--- config.mk ---
export PLATFORM = sky130hd
export DESIGN_NAME = wdt_keyed
export DESIGN_NICKNAME = d
export VERILOG_FILES = /design/src/rtl/wdt_keyed_pkg.sv /design/src/rtl/wdt_keyed_regs.sv /design/src/rtl/wdt_keyed_term.sv /design/src/rtl/wdt_keyed_count.sv /design/src/rtl/wdt_keyed_fire.sv /design/src/rtl/wdt_keyed.sv
export SDC_FILE = /design/constraint.sdc
export NUM_CORES = 1
export LEC_CHECK = 0
export ABC_AREA = 1
export BUFFER_PORTS_ARGS = -buffer_cell sky130_fd_sc_hd__buf_2
export CAP_MARGIN = 10
export CORE_MARGIN = 2
export CORE_UTILIZATION = 61
export DETAILED_ROUTE_END_ITERATION = 12
export PLACE_DENSITY_LB_ADDON = 0.08
export REMOVE_ABC_BUFFERS = 1
export SYNTH_ARGS = -nofsm -noshare
export SYNTH_HDL_FRONTEND = slang
export SYNTH_SLANG_ARGS = --single-unit
export TNS_END_PERCENT = 20
--- constraint.sdc ---
create_clock -name clk -period 2.4 [get_ports clk]
set_input_delay 0.24 -clock clk [delete_from_list [all_inputs] [get_ports clk]]
set_output_delay 0.24 -clock clk [all_outputs]
set_load 0.005 [all_outputs]
--- src/rtl/wdt_keyed_pkg.sv ---
package wdt_keyed_pkg;

   typedef enum logic [1:0] {
      ACT_STOP  = 2'b00,
      ACT_IRQ   = 2'b01,
      ACT_RST_A = 2'b10,
      ACT_RST_B = 2'b11
   } wd_action_e;

   function automatic logic act_running(input wd_action_e a);
      return a != ACT_STOP;
   endfunction

   function automatic logic act_is_irq(input wd_action_e a);
      return a == ACT_IRQ;
   endfunction

   function automatic logic act_is_rst(input wd_action_e a);
      return (a == ACT_RST_A) || (a == ACT_RST_B);
   endfunction

endpackage

--- src/rtl/wdt_keyed_regs.sv ---
module wdt_keyed_regs
   import wdt_keyed_pkg::*;
#(
   parameter int          REG_W   = 8,
   parameter int          SEL_W   = 5,
   parameter int          ACT_LSB = 5,
   parameter logic [7:0]  KEY     = 8'hAC,
   parameter logic [7:0]  RST_VAL = 8'h67
) (
   input  logic             clk,
   input  logic             rst_n,
   input  logic             wr,
   input  logic             sel,
   input  logic [REG_W-1:0] wdata,
   output logic [REG_W-1:0] rdata,
   output wd_action_e       act_o,
   output logic [SEL_W-1:0] csel_o,
   output logic             lock_o,
   output logic             misuse_o,
   output logic             touch_o
);

   logic [REG_W-1:0] cfg_q;
   logic             lock_q;
   logic             wr_cfg;
   logic             wr_key;

   assign wr_cfg = wr && !sel;
   assign wr_key = wr && sel;

   always_ff @(posedge clk or negedge rst_n) begin
      if (!rst_n) begin
         cfg_q  <= REG_W'(RST_VAL);
         lock_q <= 1'b0;
      end else if (wr_cfg && !lock_q) begin
         cfg_q  <= wdata;
         lock_q <= 1'b1;
      end
   end

   assign rdata    = sel ? '0 : cfg_q;
   assign act_o    = wd_action_e'(cfg_q[ACT_LSB+1:ACT_LSB]);
   assign csel_o   = cfg_q[SEL_W-1:0];
   assign lock_o   = lock_q;
   assign misuse_o = (wr_cfg && lock_q) || (wr_key && (wdata != REG_W'(KEY)));
   assign touch_o  = wr_cfg || wr_key;

endmodule

--- src/rtl/wdt_keyed_term.sv ---
module wdt_keyed_term #(
   parameter int CNT_W      = 35,
   parameter int SEL_W      = 5,
   parameter int BASE_EXP   = 4,
   parameter int TERM_STYLE = 0
) (
   input  logic [CNT_W-1:0] cnt,
   input  logic [SEL_W-1:0] csel,
   output logic             terminal
);

   localparam int EXP_W = $clog2(CNT_W + 1) + 1;

   logic [EXP_W-1:0] exp_v;
   assign exp_v = EXP_W'(csel) + EXP_W'(BASE_EXP);

   generate
      if (TERM_STYLE == 0) begin : g_mask
         logic [CNT_W-1:0] mask;
         for (genvar i = 0; i < CNT_W; i++) begin : g_bit
            assign mask[i] = EXP_W'(i) < exp_v;
         end
         assign terminal = &(cnt | ~mask);
      end else begin : g_cmp
         logic [CNT_W-1:0] limit;
         assign limit    = (CNT_W'(1) << exp_v) - CNT_W'(1);
         assign terminal = (cnt == limit);
      end
   endgenerate

endmodule

--- src/rtl/wdt_keyed_count.sv ---
module wdt_keyed_count #(
   parameter int CNT_W = 35
) (
   input  logic             clk,
   input  logic             rst_n,
   input  logic             run,
   input  logic             clear,
   output logic [CNT_W-1:0] cnt
);

   always_ff @(posedge clk or negedge rst_n) begin
      if (!rst_n)
         cnt <= '0;
      else if (clear)
         cnt <= '0;
      else if (run)
         cnt <= cnt + CNT_W'(1);
   end

endmodule

--- src/rtl/wdt_keyed_fire.sv ---
module wdt_keyed_fire
   import wdt_keyed_pkg::*;
(
   input  logic       clk,
   input  logic       rst_n,
   input  logic       evt,
   input  wd_action_e act,
   output logic       irq_o,
   output logic       rst_o
);

   always_ff @(posedge clk or negedge rst_n) begin
      if (!rst_n) begin
         irq_o <= 1'b0;
         rst_o <= 1'b0;
      end else begin
         irq_o <= evt && act_is_irq(act);
         rst_o <= evt && act_is_rst(act);
      end
   end

endmodule

--- src/rtl/wdt_keyed.sv ---
module wdt_keyed
   import wdt_keyed_pkg::*;
#(
   parameter int          SEL_W      = 5,
   parameter int          BASE_EXP   = 4,
   parameter int          ACT_LSB    = 5,
   parameter logic [7:0]  KEY        = 8'hAC,
   parameter logic [7:0]  RST_VAL    = 8'h67,
   parameter int          TERM_STYLE = 0
) (
   input  logic       clk,
   input  logic       rst_n,
   input  logic       reg_wr,
   input  logic       reg_sel,
   input  logic [7:0] reg_wdata,
   output logic [7:0] reg_rdata,
   output logic       irq_pulse_o,
   output logic       rst_pulse_o,
   output logic       lock_o
);

   localparam int REG_W   = 8;
   localparam int MAX_EXP = (1 << SEL_W) - 1 + BASE_EXP;
   localparam int CNT_W   = MAX_EXP;

   generate
      if (SEL_W < 1 || ACT_LSB < SEL_W || ACT_LSB + 2 > REG_W) begin : g_bad_fields
         $error("wdt_keyed: field layout does not fit the register");
      end
      if (BASE_EXP < 1) begin : g_bad_base
         $error("wdt_keyed: BASE_EXP must be at least 1");
      end
      if (TERM_STYLE != 0 && TERM_STYLE != 1) begin : g_bad_style
         $error("wdt_keyed: TERM_STYLE must be 0 or 1");
      end
   endgenerate

   wd_action_e       act;
   logic [SEL_W-1:0] csel;
   logic             misuse;
   logic             touch;
   logic [CNT_W-1:0] cnt;
   logic             terminal;
   logic             running;
   logic             forced;
   logic             natural;
   logic             evt;

   wdt_keyed_regs #(
      .REG_W  (REG_W),
      .SEL_W  (SEL_W),
      .ACT_LSB(ACT_LSB),
      .KEY    (KEY),
      .RST_VAL(RST_VAL)
   ) u_regs (
      .clk     (clk),
      .rst_n   (rst_n),
      .wr      (reg_wr),
      .sel     (reg_sel),
      .wdata   (reg_wdata),
      .rdata   (reg_rdata),
      .act_o   (act),
      .csel_o  (csel),
      .lock_o  (lock_o),
      .misuse_o(misuse),
      .touch_o (touch)
   );

   wdt_keyed_term #(
      .CNT_W     (CNT_W),
      .SEL_W     (SEL_W),
      .BASE_EXP  (BASE_EXP),
      .TERM_STYLE(TERM_STYLE)
   ) u_term (
      .cnt     (cnt),
      .csel    (csel),
      .terminal(terminal)
   );

   assign running = act_running(act);
   assign forced  = misuse && running;
   assign natural = terminal && running;
   assign evt     = forced || natural;

   wdt_keyed_count #(
      .CNT_W(CNT_W)
   ) u_count (
      .clk  (clk),
      .rst_n(rst_n),
      .run  (running),
      .clear(touch || evt),
      .cnt  (cnt)
   );

   wdt_keyed_fire u_fire (
      .clk  (clk),
      .rst_n(rst_n),
      .evt  (evt),
      .act  (act),
      .irq_o(irq_pulse_o),
      .rst_o(rst_pulse_o)
   );

endmodule

Word-level counts from Yosys, hierarchy flattened
Cells that the tools add are included.

word-level totals
  register bits = 46
  latch bits = 0
  RAM bits = 0
  ROM bits = 0
  memories = 0

cells by class
  add/sub/neg operators = 2
  $mul = 0
  div/mod/pow operators = 0
  magnitude comparators = 35
  equality and inequality tests = 4
  shifts and indexed selects = 0
  muxes and demuxes = 3
  bitwise gates (word level) = 2
  reductions and logical operators = 19

operator list
  operator                                                                     count
  5-bit by 7-bit less-than comparator with 1-bit output, first input constant  16
  35-bit 2-to-1 mux                                                            2
  4-bit by 7-bit less-than comparator with 1-bit output, first input constant  8
  35-bit by 1-bit adder with 35-bit output, second input constant              1
  35-bit inverter                                                              1
  35-bit OR                                                                    1
  35-bit AND reduction                                                         1
  3-bit by 7-bit less-than comparator with 1-bit output, first input constant  4
  6-bit by 7-bit less-than comparator with 1-bit output, first input constant  3
  1-bit by 7-bit less-than comparator with 1-bit output, first input constant  2
  2-bit by 7-bit less-than comparator with 1-bit output, first input constant  2
  1-bit logical AND                                                            9
  8-bit 2-to-1 mux                                                             1
  8-bit inequality test, second input constant                                 1
  5-bit by 3-bit adder with 6-bit output, second input constant                1
  1-bit logical OR                                                             5
  2-bit == test, second input constant                                         2
  2-bit nonzero test                                                           2
  2-bit by 1-bit == test with 1-bit output, second input constant              1
  1-bit logical NOT                                                            2

Logic depth before layout (Yosys ltp)
Gate-level depths: netlist of the first run.

  depth after elaboration = 9
  mapped depth = 14
  gate-level depth less buffers = 14

Cells and area by module
Synthesis of the first run repeated with hierarchy kept, for this count alone.

second synthesis, totals
  cell total of the unflattened synthesis = 555
  area total of the unflattened synthesis = 3585.9 µm²

modules (own cells, without submodules)
  module           instances  cells an instance  area each (µm²)
  wdt_keyed_count  1          318                2194.6
  wdt_keyed_term   1          150                733.2
  wdt_keyed_regs   1          71                 548.0
  wdt_keyed_fire   1          6                  67.6
  wdt_keyed        1          10                 42.5

Least setup slack after synthesis of the first run
OpenSTA, ideal clock, no wires.

  path kind = register to register
  from = register u_regs.cfg_q[2]
  to = register u_count.cnt[10]
  setup time = 0.141 ns
  arrival time = 1.788 ns
  required time = 2.259 ns
  setup slack = 0.470 ns
  cell stages (with the launch flop) = 13
  cell sequence = dfstp_2 ha_1 inv_1 nand3_2 o21bai_1 nand2_1 inv_1 nand2_1 nor2_1 nand3_2 nand2_4 buf_8 a21oi_2

between the ends
  longest elaborated chain between the ends = 9
  elaborated cells on any way between the ends = 44
  those cells by class = add/sub: 1; order compare: 35; mux: 1; bitwise: 2; reduce/logical: 5

ends and longest elaborated chain
  item                                                                           line                   RTL
  start, declared                                                                wdt_keyed_regs.sv:23   logic [REG_W-1:0] cfg_q;
  start signal, assigned                                                         wdt_keyed_regs.sv:33   cfg_q <= REG_W'(RST_VAL);
  start signal, assigned                                                         wdt_keyed_regs.sv:36   cfg_q <= wdata;
  5-bit by 3-bit adder with 6-bit output *                                       wdt_keyed_term.sv:15   assign exp_v = EXP_W'(csel) + EXP_W'(BASE_EXP);
  1-bit by 7-bit less-than comparator with 1-bit output (tied with other cells)  wdt_keyed_term.sv:21   assign mask[i] = EXP_W'(i) < exp_v;
  35-bit inverter *                                                              wdt_keyed_term.sv:23   assign terminal = &(cnt | ~mask);
  35-bit OR *                                                                    wdt_keyed_term.sv:23
  35-bit AND reduction *                                                         wdt_keyed_term.sv:23
  1-bit logical AND *                                                            wdt_keyed.sv:82        assign natural = terminal && running;
  1-bit logical OR *                                                             wdt_keyed.sv:83        assign evt = forced || natural;
  1-bit logical OR *                                                             wdt_keyed.sv:91        .clear(touch || evt),
  35-bit 2-to-1 mux / 2-bit nonzero test (equally long branches)                 -
  end signal, assigned                                                           wdt_keyed_count.sv:17  cnt <= cnt + CNT_W'(1);
  end, declared                                                                  wdt_keyed_count.sv:8   output logic [CNT_W-1:0] cnt

Mark *: on every way between the ends. The rest lies on a longest branch, timed or not.
A chain may end at the register's enable or synchronous reset.

Worst setup path after layout of the first run
  from = register u_regs.cfg_q[2]
  to = register u_count.cnt[24]

The elaborated chain is that of the path after synthesis.

==> key figures, run 1 <==
Global routing
  – Antenna violations before repair: 0
  – Pin count of the biggest net entering global routing: 61
  – First-pass GRT wire length: 13,390 µm
  – Total gr overflow: 0
  – Total track usage: 0.2796
  – Vias in the first global route: 2,932

Setup path
  – FF-to-FF setup slack: 0.16 ns
  – Worst reg2reg path depth: 12
  – CP most frequent cell: nor2_1
  – CP max-delay cell: dfstp_2
  – Worst Path Max Fanout: 15
  – R2r endpoint: u_count.cnt[24]$_DFFE_PN0P_
  – Critical R2R Launch: u_regs.cfg_q[2]$_DFFE_PN1P_
  – Crit path kind: register to register
  – Crit end category: register
  – Worst endpoint data arrival time: 2.42 ns
  – CP cell instances: ha_2, inv_2, nand3_2, nor2_1, nor2_1, nor2_1, nand2_1, nor2_1, nand3_2, nand2_8, buf_12, a21oi_2
  – Critical Path Max Stage Delay: 0.63 ns
  – Worst setup SP type: register
  – Worst Path Required: 2.58 ns

Worst hold path
  – Worst hold path stage count: 3
  – Worst hold path type: input port to register
  – Worst Hold End: u_regs.cfg_q[6]$_DFFE_PN1P_
  – Hold_sp: reg_wdata[6]

Power and ir drop
  – Internal power: 0.001163 W
  – Pwr dens: 427.8 nW/µm²
  – Pwr Total: 0.001554 W
  – Clk pwr share: 0.366
  – Worst IR drop on VDD: 0.0002928 V
  – Sequential fraction of design power: 0.522
  – Pleak: 1.589 nW
  – Gate power share: 0.112
  – Sw Share: 0.2517
  – Psw: 0.0003912 W

Floorplan
  – IO Pins: 23
  – Chip height: 77.07 µm
  – Rows: 26
  – Die Width: 77.07 µm
  – Initial Utilization: 0.6336
  – DIE AREA: 5940 µm²
  – Core Area: 5140 µm²

Routing
  – DR vias: 3,033
  – Metal3 WL: 335 µm
  – WL met2: 3523 µm
  – Drt wl/cell: 13.44 µm
  – Met1 WL: 3435 µm
  – DRT Pass-1 Iters: 5
  – Vias/cell: 5.416
  – DRT Wirelength: 7526 µm
  – DRT antenna net count: 0
  – # DRC: 0
  – Initial DRC count: 224
  – Top Layer Used: met4

STA
  – Fmax: 446.6 MHz
  – Final Skew: 0.006261 ns
  – Fin crit share: 0.9330
  – Setup TNS: 0 ns
  – Final setup vio count: 0
  – RSZ-0062 raised after global routing: no
  – Final hold viol count: 0
  – Max-slew violations: 0
  – Fin crit period: 2.239 ns
  – Measured slew at the worst slew-check pin: 0.4599 ns
  – Relative slew slack: 0.6926

Layout
  – Number of antenna diodes: 0
  – Number of fill cells: 477
  – Fin nets: 503
  – Share of cells above drive strength 1: 0.2122
  – Area of the multi-input gates: 1792 µm²
  – Reg area: 1157 µm²
  – Syn-to-layout area delta: 11.56%

Job
  – Number of max-cap violations: 0

Clock tree
  – H-tree Lvls: 2
  – Worst-path clk slew: 0.09 ns
  – Clock tree from TritonCTS: yes
  – # clock sinks: 46
  – Num CTS Buffers: 5
  – Clk Latency, worst-skew pair: 0.30 ns
  – Clock Tree Root: clkbuf_8
  – Clk buf depth: 2

Logic synthesis
  – Post-Synthesis Cell Area: 3257 µm²
  – Post-synthesis register bit count: 46
  – Synthesis Warnings: 0
  – Syn_area_per_cell: 7.065 µm²
  – Post-synthesis sequential area ratio: 0.3554
  – Syn Inst Count: 461
  – Async SR Flop Fraction: 1.000
  – Ys flop type: dfrtp_1
  – Post-synth EDFFs: 0
  – Library cells used by synthesis: 31

Place
  – DP Wirelength: 5471 µm
  – Buffers on Ports: 22
  – RD Place Congestion: 0.9692

Status
  – Status: finished clean
area by class of cell:
type	count	area share
well taps	70	0.02410
clock inverters	3	0.01102
multi-input cells	341	0.4931
repair buffers	35	0.07163
inverters	60	0.06267
clock buffers	5	0.01894
flip-flops and latches	46	0.3185
timing repair:
| item | CTS | global route |
|---|---|---|
| resized for setup | 0 | 4 |
| endpoints found under the setup margin | 0 | 27 |
| hold buffers | 1 | 0 |
| buffers inserted | 0 | 6 |
| endpoints found under the hold margin | 41 | 0 |
power groups by stage:
stage	sequential [W]	clock (W)	combinational, W
after floorplan	0.000823	0	0.0000892
after global placement	0.000825	0	0.000160
after detailed placement	0.000826	0	0.000165
after CTS	0.000811	0.000584	0.000166
after global routing	0.000814	0.000616	0.000195
final	0.000811	0.000569	0.000174
through the flow:
step	worst slack (ns)	area (µm²)	hold WS, ns	util	instances
finish	0.1608	3633	0.1715	0.7069	560
detailed placement	0.09894	3453	0.2418	0.6719	545
global route	0.01551	3633	0.1694	0.7069	560
CTS	0.08132	3572	0.1611	0.6950	554
floorplan	-1.017	3158	-0.05559	-	447
global placement	0.1953	3453	0.2401	0.6719	545
Yosys cell counts (2+ instances only):
| cell | count | area, µm² |
|---|---|---|
| a21oi_1 | 11 | 55.05 |
| a21oi_2 | 31 | 271.5 |
| buf_8 | 3 | 45.04 |
| clkbuf_1 | 8 | 30.03 |
| dfrtp_1 | 41 | 1026 |
| dfstp_2 | 5 | 131.4 |
| ha_1 | 2 | 25.02 |
| inv_1 | 52 | 195.2 |
| inv_2 | 7 | 26.28 |
| nand2_1 | 118 | 442.9 |
| nand3_1 | 28 | 140.1 |
| nand3_2 | 6 | 60.06 |
| nand4_1 | 15 | 93.84 |
| nor2_1 | 73 | 274.0 |
| nor2_2 | 4 | 25.02 |
| nor3_1 | 9 | 45.04 |
| nor4_1 | 4 | 25.02 |
| o21ai_0 | 11 | 55.05 |
| xnor2_1 | 8 | 70.07 |
| xor2_1 | 14 | 122.6 |
cells in the final DEF, fill, tap and decap left out, drive strengths merged:
master         n
bufinv         1
nand3         34
nor4           4
clkinv         2
buf           34
nor2          78
clkbuf         5
xor2          14
dfstp          5
inv           60
dlygate4sd3    1
nand4         15
o21ai         12
o21bai         1
ha             2
a21oi         42
dfrtp         41
nor3          11
xnor2          8
nand2        120
kinds of logic after synthesis:
family,share of synthesized area
XOR/XNOR,0.05916
AO/OA/AOI/OAI,0.1210
AND/OR/NAND/NOR,0.3565
buffers and inverters,0.1003
adder cells (fa/ha/maj),0.007682
flip-flops,0.3554
state kept, by name (all words and copies together) (netlist names):
register / cells
u_count.cnt: 35
u_regs.cfg_q: 8
u_fire.irq_o: 1
u_fire.rst_o: 1
u_regs.lock_o: 1
critical path: cells and delay by family (launching register included):
kind | cells | cell delay [ns]
fa+ha+maj | 1 | 0.30
simple gates | 8 | 0.80
flops | 1 | 0.63
compound gates | 1 | 0.07
buf+inv | 2 | 0.30
how the worst max path moves through the flow:
stage	from	endpoint	slack [ns]	depth (start not counted)
after global placement	u_regs.cfg_q[2]$_DFFE_PN1P_	u_count.cnt[25]$_DFFE_PN0P_	0.20	12
after detailed placement	u_regs.cfg_q[2]$_DFFE_PN1P_	u_count.cnt[24]$_DFFE_PN0P_	0.1	12
after floorplan	u_regs.cfg_q[5]$_DFFE_PN1P_	u_count.cnt[16]$_DFFE_PN0P_	-1.02	8
after CTS	u_regs.cfg_q[2]$_DFFE_PN1P_	u_count.cnt[24]$_DFFE_PN0P_	0.08	12
after global routing	u_regs.cfg_q[2]$_DFFE_PN1P_	u_count.cnt[24]$_DFFE_PN0P_	0.02	13
final	u_regs.cfg_q[2]$_DFFE_PN1P_	u_count.cnt[24]$_DFFE_PN0P_	0.16	12
layer usage:
metal  vias to the layer above  track usage
li1                       1528            -
met1                      1388       0.3694
met2                        96       0.4535
met3                        21      0.04941
met4                         0       0.1196
met5                         -            0
No activity file was read; power rests on OpenSTA's default activity.
==> run 2, diff against run 1 <==
--- a/config.mk
+++ b/config.mk
@@ -8,6 +8,7 @@
 export ABC_AREA = 1
 export BUFFER_PORTS_ARGS = -buffer_cell sky130_fd_sc_hd__buf_2
 export CAP_MARGIN = 10
+export CORE_ASPECT_RATIO = 0.8
 export CORE_MARGIN = 2
 export CORE_UTILIZATION = 61
 export DETAILED_ROUTE_END_ITERATION = 12
==> key figures, run 2 (same netlist as run 1, synthesis figures left out) <==
Worst hold path
  – Worst hold path type: input port to register
  – Worst hold path stage count: 3

Layout
  – Commonest non-fill, non-tap cells in the layout: 117 x nand2_1, 73 x nor2_1, 52 x inv_1
  – Share of cells above drive strength 1: 0.1938
  – Largest Register: u_count.cnt
  – Post-Layout Cell Count: 547
  – Leading cell type in the layout, fill and taps excluded: nand2_1
  – Area of the multi-input gates: 1775 µm²
  – Reg area: 1157 µm²
  – Number of flip-flops under the largest register name: 35
  – Number of antenna diodes: 0
  – Number of fill cells: 440
  – Regs by FF count: u_count.cnt (35), u_regs.cfg_q (8)
  – Fin nets: 498
  – Syn-to-layout area delta: 7.952%

Clock tree
  – Clock tree from TritonCTS: yes
  – # clock sinks: 46
  – Clk Latency, worst-skew pair: 0.30 ns
  – Num CTS Buffers: 5
  – Clock Tree Root: clkbuf_8
  – Worst-path clk slew: 0.08 ns
  – H-tree Lvls: 2
  – Clk buf depth: 2

Floorplan
  – Rows: 23
  – DIE AREA: 5943 µm²
  – Initial Utilization: 0.6430
  – Die Width: 85.70 µm
  – IO Pins: 23
  – Chip height: 69.36 µm
  – Core Area: 5065 µm²

Global routing
  – First-pass GRT wire length: 12,800 µm
  – Total gr overflow: 0
  – Antenna violations before repair: 0
  – Total track usage: 0.2668
  – Vias in the first global route: 2,768
  – Pin count of the biggest net entering global routing: 44

Power and ir drop
  – Internal power: 0.001053 W
  – Sequential fraction of design power: 0.563
  – Worst IR drop on VDD: 0.0002781 V
  – Gate power share: 0.111
  – Psw: 0.0003857 W
  – Pwr dens: 409.3 nW/µm²
  – Clk pwr share: 0.325
  – Sw Share: 0.2680
  – Pleak: 1.534 nW

STA
  – Measured slew at the worst slew-check pin: 0.5371 ns
  – Fmax: 448.6 MHz
  – Relative slew slack: 0.6419
  – Final hold viol count: 0
  – Hold Slack: 0.1719 ns
  – RSZ-0062 raised after global routing: no
  – Final setup vio count: 0
  – Max-slew violations: 0
  – Fin crit share: 0.9289
  – Fin crit period: 2.229 ns
  – Final Skew: 0.007947 ns

Routing
  – DRT Pass-1 Iters: 5
  – DRT Wirelength: 7423 µm
  – Initial DRC count: 205
  – Drt wl/cell: 13.57 µm
  – DRT antenna net count: 0
  – Vias/cell: 5.433
  – DR vias: 2,972
  – # DRC: 0

Setup path
  – Worst endpoint data arrival time: 2.40 ns
  – Crit end category: register
  – Worst setup SP type: register
  – Worst Path Required: 2.57 ns
  – Worst reg2reg path depth: 12
  – Worst Path Max Fanout: 16
  – Crit path kind: register to register

Status
  – Status: finished clean

Place
  – RD Place Congestion: 0.9131
  – DP Wirelength: 5747 µm
  – Buffers on Ports: 22
  – DP Cell Count: 538

Job
  – Number of max-cap violations: 0
## run 2: final cells by class
type | instances | area share
Clock buffer | 8 | 0.02278
Inverter | 60 | 0.06477
Multi-Input combinational cell | 341 | 0.5050
Sequential cell | 46 | 0.3292
Tap cell | 62 | 0.02206
Timing Repair Buffer | 30 | 0.05623
## run 2: critical path: stages, from the launching register on
cell and delay, ns:
dfstp_2 0.55, ha_1 0.23, inv_1 0.22, nand3_2 0.14, nor2_1 0.10, nor2_1 0.04, nor2_1 0.08, nand2_1 0.06
nor2_1 0.11, nand3_2 0.12, nand2_4 0.18, buf_12 0.19, a21oi_2 0.07
## run 2: power groups by stage
stage	combinational [W]	clock [W]	sequential [W]
global placement	0.000156	0	0.000824
floorplan	0.0000892	0	0.000823
finish	0.000160	0.000468	0.000811
global route	0.000181	0.000513	0.000813
detailed placement	0.000159	0	0.000825
CTS	0.000161	0.000470	0.000810
## run 2: worst paths after layout
| path | end | from | slack (ns) |
|---|---|---|---|
| max | u_count.cnt[30]$_DFFE_PN0P_ | u_regs.cfg_q[2]$_DFFE_PN1P_ | 0.17 |
| min | u_regs.cfg_q[5]$_DFFE_PN1P_ | reg_wdata[5] | 0.17 |
| max reg2reg | u_count.cnt[30]$_DFFE_PN0P_ | u_regs.cfg_q[2]$_DFFE_PN1P_ | 0.17 |
| min reg2reg | u_regs.lock_o$_DFFE_PN0P_ | u_regs.lock_o$_DFFE_PN0P_ | 0.49 |
| max in group asynchronous | u_regs.cfg_q[1]$_DFFE_PN1P_ | rst_n | 1.22 |
| min in group asynchronous | u_count.cnt[15]$_DFFE_PN0P_ | rst_n | 0.42 |
## run 2: per-stage QoR
stage | setup slack (ns) | power (W) | utilization | cell area (µm²) | TNS, ns
final | 0.1708 | 0.001439 | 0.6942 | 3516 | 0
after global routing | 0.0002516 | 0.001507 | 0.6942 | 3516 | 0
after detailed placement | 0.2033 | 0.0009842 | 0.6764 | 3426 | 0
after floorplan | -1.017 | 0.0009117 | - | 3158 | -16.74
after CTS | 0.1871 | 0.001441 | 0.6942 | 3516 | 0
after global placement | 0.2739 | 0.0009802 | 0.6764 | 3426 | 0
## run 2: layer usage
| layer | part of all wire | up-vias | track usage |
|---|---|---|---|
| met4 | 0.0079 | 0 | 0.05996 |
| met5 | 0 | - | 0 |
| met3 | 0.062 | 6 | 0.05714 |
| met1 | 0.50 | 1368 | 0.4005 |
| met2 | 0.43 | 87 | 0.3950 |
| li1 | - | 1511 | - |
## run 2: what timing repair did
item                                   4_1_cts  5_1_grt
endpoints found under the hold margin       20        0
setup buffers                                0        0
resized for setup                            0        0
hold buffers                                 1        0
==> run 3, diff against run 2 <==
--- a/config.mk
+++ b/config.mk
@@ -10,9 +10,9 @@
 export CAP_MARGIN = 10
 export CORE_ASPECT_RATIO = 0.8
 export CORE_MARGIN = 2
-export CORE_UTILIZATION = 61
+export CORE_UTILIZATION = 50
 export DETAILED_ROUTE_END_ITERATION = 12
-export PLACE_DENSITY_LB_ADDON = 0.08
+export PLACE_DENSITY_LB_ADDON = 0.2
 export REMOVE_ABC_BUFFERS = 1
 export SYNTH_ARGS = -nofsm -noshare
 export SYNTH_HDL_FRONTEND = slang
==> key figures, run 3 (same netlist as run 1, synthesis figures left out) <==
Floorplan
  – Chip height: 76.19 µm
  – Die Width: 94.24 µm
  – Rows: 26
  – Core Area: 6344 µm²
  – Initial Utilization: 0.5134
  – IO Pins: 23
  – DIE AREA: 7179 µm²

Setup path
  – FF-to-FF setup slack: 0.21 ns
  – Crit path kind: register to register
  – Crit path launch: u_regs.cfg_q[2]$_DFFE_PN1P_
  – Top Family by Delay on Critical Path: simple AND/OR/NAND/NOR gates
  – Worst setup SP type: register
  – Crit end category: register
  – Critical R2R Launch: u_regs.cfg_q[2]$_DFFE_PN1P_
  – Worst Path Max Fanout: 16
  – R2r endpoint: u_count.cnt[32]$_DFFE_PN0P_
  – CP max-delay cell: dfstp_2
  – Worst Path Required: 2.58 ns
  – Worst reg2reg path depth: 12
  – Worst endpoint data arrival time: 2.37 ns
  – Worst Path Buf+Inv: 3
  – Critical Path Max Stage Delay: 0.58 ns
  – CP cell instances: ha_2, inv_2, nand4_1, nand2_1, inv_1, nor2_1, nand2_1, nor2_1, nand3_2, nand2_8, buf_12, a21oi_2

Place
  – DP Wirelength: 5667 µm
  – Dpl ws: 0.1262 ns
  – Buffers on Ports: 22
  – Placed instance area: 3458 µm²
  – DP Cell Count: 559
  – RD Place Congestion: 0.8783

Layout
  – Commonest non-fill, non-tap cells in the layout: 117 x nand2_1, 72 x nor2_1, 51 x inv_1
  – Fin nets: 498
  – Leading cell type in the layout, fill and taps excluded: nand2_1
  – Number of flip-flops under the largest register name: 35
  – Post-route cell area: 3605 µm²
  – Regs by FF count: u_count.cnt (35), u_regs.cfg_q (8)
  – Syn-to-layout area delta: 10.68%
  – Share of cells above drive strength 1: 0.2041
  – Post-Layout Cell Count: 569
  – Number of antenna diodes: 0
  – Largest Register: u_count.cnt

STA
  – Fin crit share: 0.9134
  – Relative slew slack: 0.5668
  – Setup TNS: 0 ns
  – RSZ-0062 raised after global routing: no
  – Final Skew: 0.009399 ns
  – Final setup vio count: 0
  – Fin crit period: 2.192 ns
  – Fmax: 456.2 MHz
  – Measured slew at the worst slew-check pin: 0.6498 ns
  – Final hold viol count: 0
  – Max-slew violations: 0
  – Worst setup margin: 0.2078 ns

Routing
  – DRT antenna net count: 0
  – Initial DRC count: 169
  – DRT Pass-1 Iters: 4
  – Vias/cell: 5.190
  – Drt wl/cell: 13.38 µm
  – DRT Wirelength: 7611 µm
  – DR vias: 2,953
  – # DRC: 0

Worst hold path
  – Worst hold path type: input port to register
  – Worst Hold End: u_regs.cfg_q[5]$_DFFE_PN1P_
  – Worst hold path stage count: 3
  – Hold_sp: reg_wdata[5]

Power and ir drop
  – Pwr Total: 0.001579 W
  – Worst IR drop on VDD: 0.0002652 V
  – Pleak: 1.550 nW
  – Pwr dens: 438.0 nW/µm²

Clock tree
  – Worst-path clk slew: 0.10 ns
  – Clk buf depth: 2
  – Clock tree from TritonCTS: yes
  – Clk Latency, worst-skew pair: 0.31 ns
  – Num CTS Buffers: 5
  – # clock sinks: 46
  – H-tree Lvls: 2
  – Clock Tree Root: clkbuf_8

Global routing
  – First-pass GRT wire length: 13,220 µm
  – Total track usage: 0.2302
  – Pin count of the biggest net entering global routing: 52
  – Total gr overflow: 0
  – Vias in the first global route: 2,843
  – Antenna violations before repair: 0

Job
  – Number of max-cap violations: 0

Status
  – Status: finished clean
run 3: timing repair:
item                                    in CTS  in global routing
endpoints found under the setup margin       0                 27
hold buffers                                 1                  0
buffers inserted                             0                  1
endpoints found under the hold margin       41                  0
resized for setup                            0                  5
run 3: worst reg2reg max path, delay by kind of cell, from the launching register on:
family                   cells  cell delay [ns]
adder cells (fa/ha/maj)      1             0.28
AO/OA/AOI/OAI                1             0.07
flip-flops                   1             0.58
buffers and inverters        3             0.36
AND/OR/NAND/NOR              7             0.79
run 3: worst max path at each step:
stage	end	slack, ns	cells past startpoint
floorplan	u_count.cnt[16]$_DFFE_PN0P_	-1.02	8
global placement	u_count.cnt[26]$_DFFE_PN0P_	0.22	12
detailed placement	u_count.cnt[32]$_DFFE_PN0P_	0.13	12
CTS	u_count.cnt[19]$_DFFE_PN0P_	0.12	12
global route	u_count.cnt[32]$_DFFE_PN0P_	0.03	11
finish	u_count.cnt[32]$_DFFE_PN0P_	0.21	12
run 3: power breakdown:
part           switching, W  total [W]  internal (W)
registers         0.0000200   0.000811      0.000791
clock network      0.000291   0.000602      0.000311
logic              0.000106   0.000165     0.0000588
run 3: final cells by class:
type / count / area, µm²
clock buffer: 6 / 72.57
clock inverter: 2 / 37.54
fill: 621 / 2739
inverter: 60 / 227.7
multi-input combinational: 341 / 1794
sequential: 46 / 1157
tap: 84 / 105.1
timing repair buffer: 30 / 210.2
run 3: through the flow:
stage	utilization	hold slack (ns)
global route	0.5682	0.1778
detailed placement	0.5452	0.2445
CTS	0.5641	0.1627
finish	0.5682	0.1690
floorplan	-	-0.05559
global placement	0.5452	0.2447
run 3: layer usage:
metal,up-vias,GRT usage,routed length [µm]
met4,0,0.04493,57
met1,1364,0.3357,3792
met3,6,0.04154,391
met5,-,0,0
li1,1512,-,-
met2,71,0.3607,3369
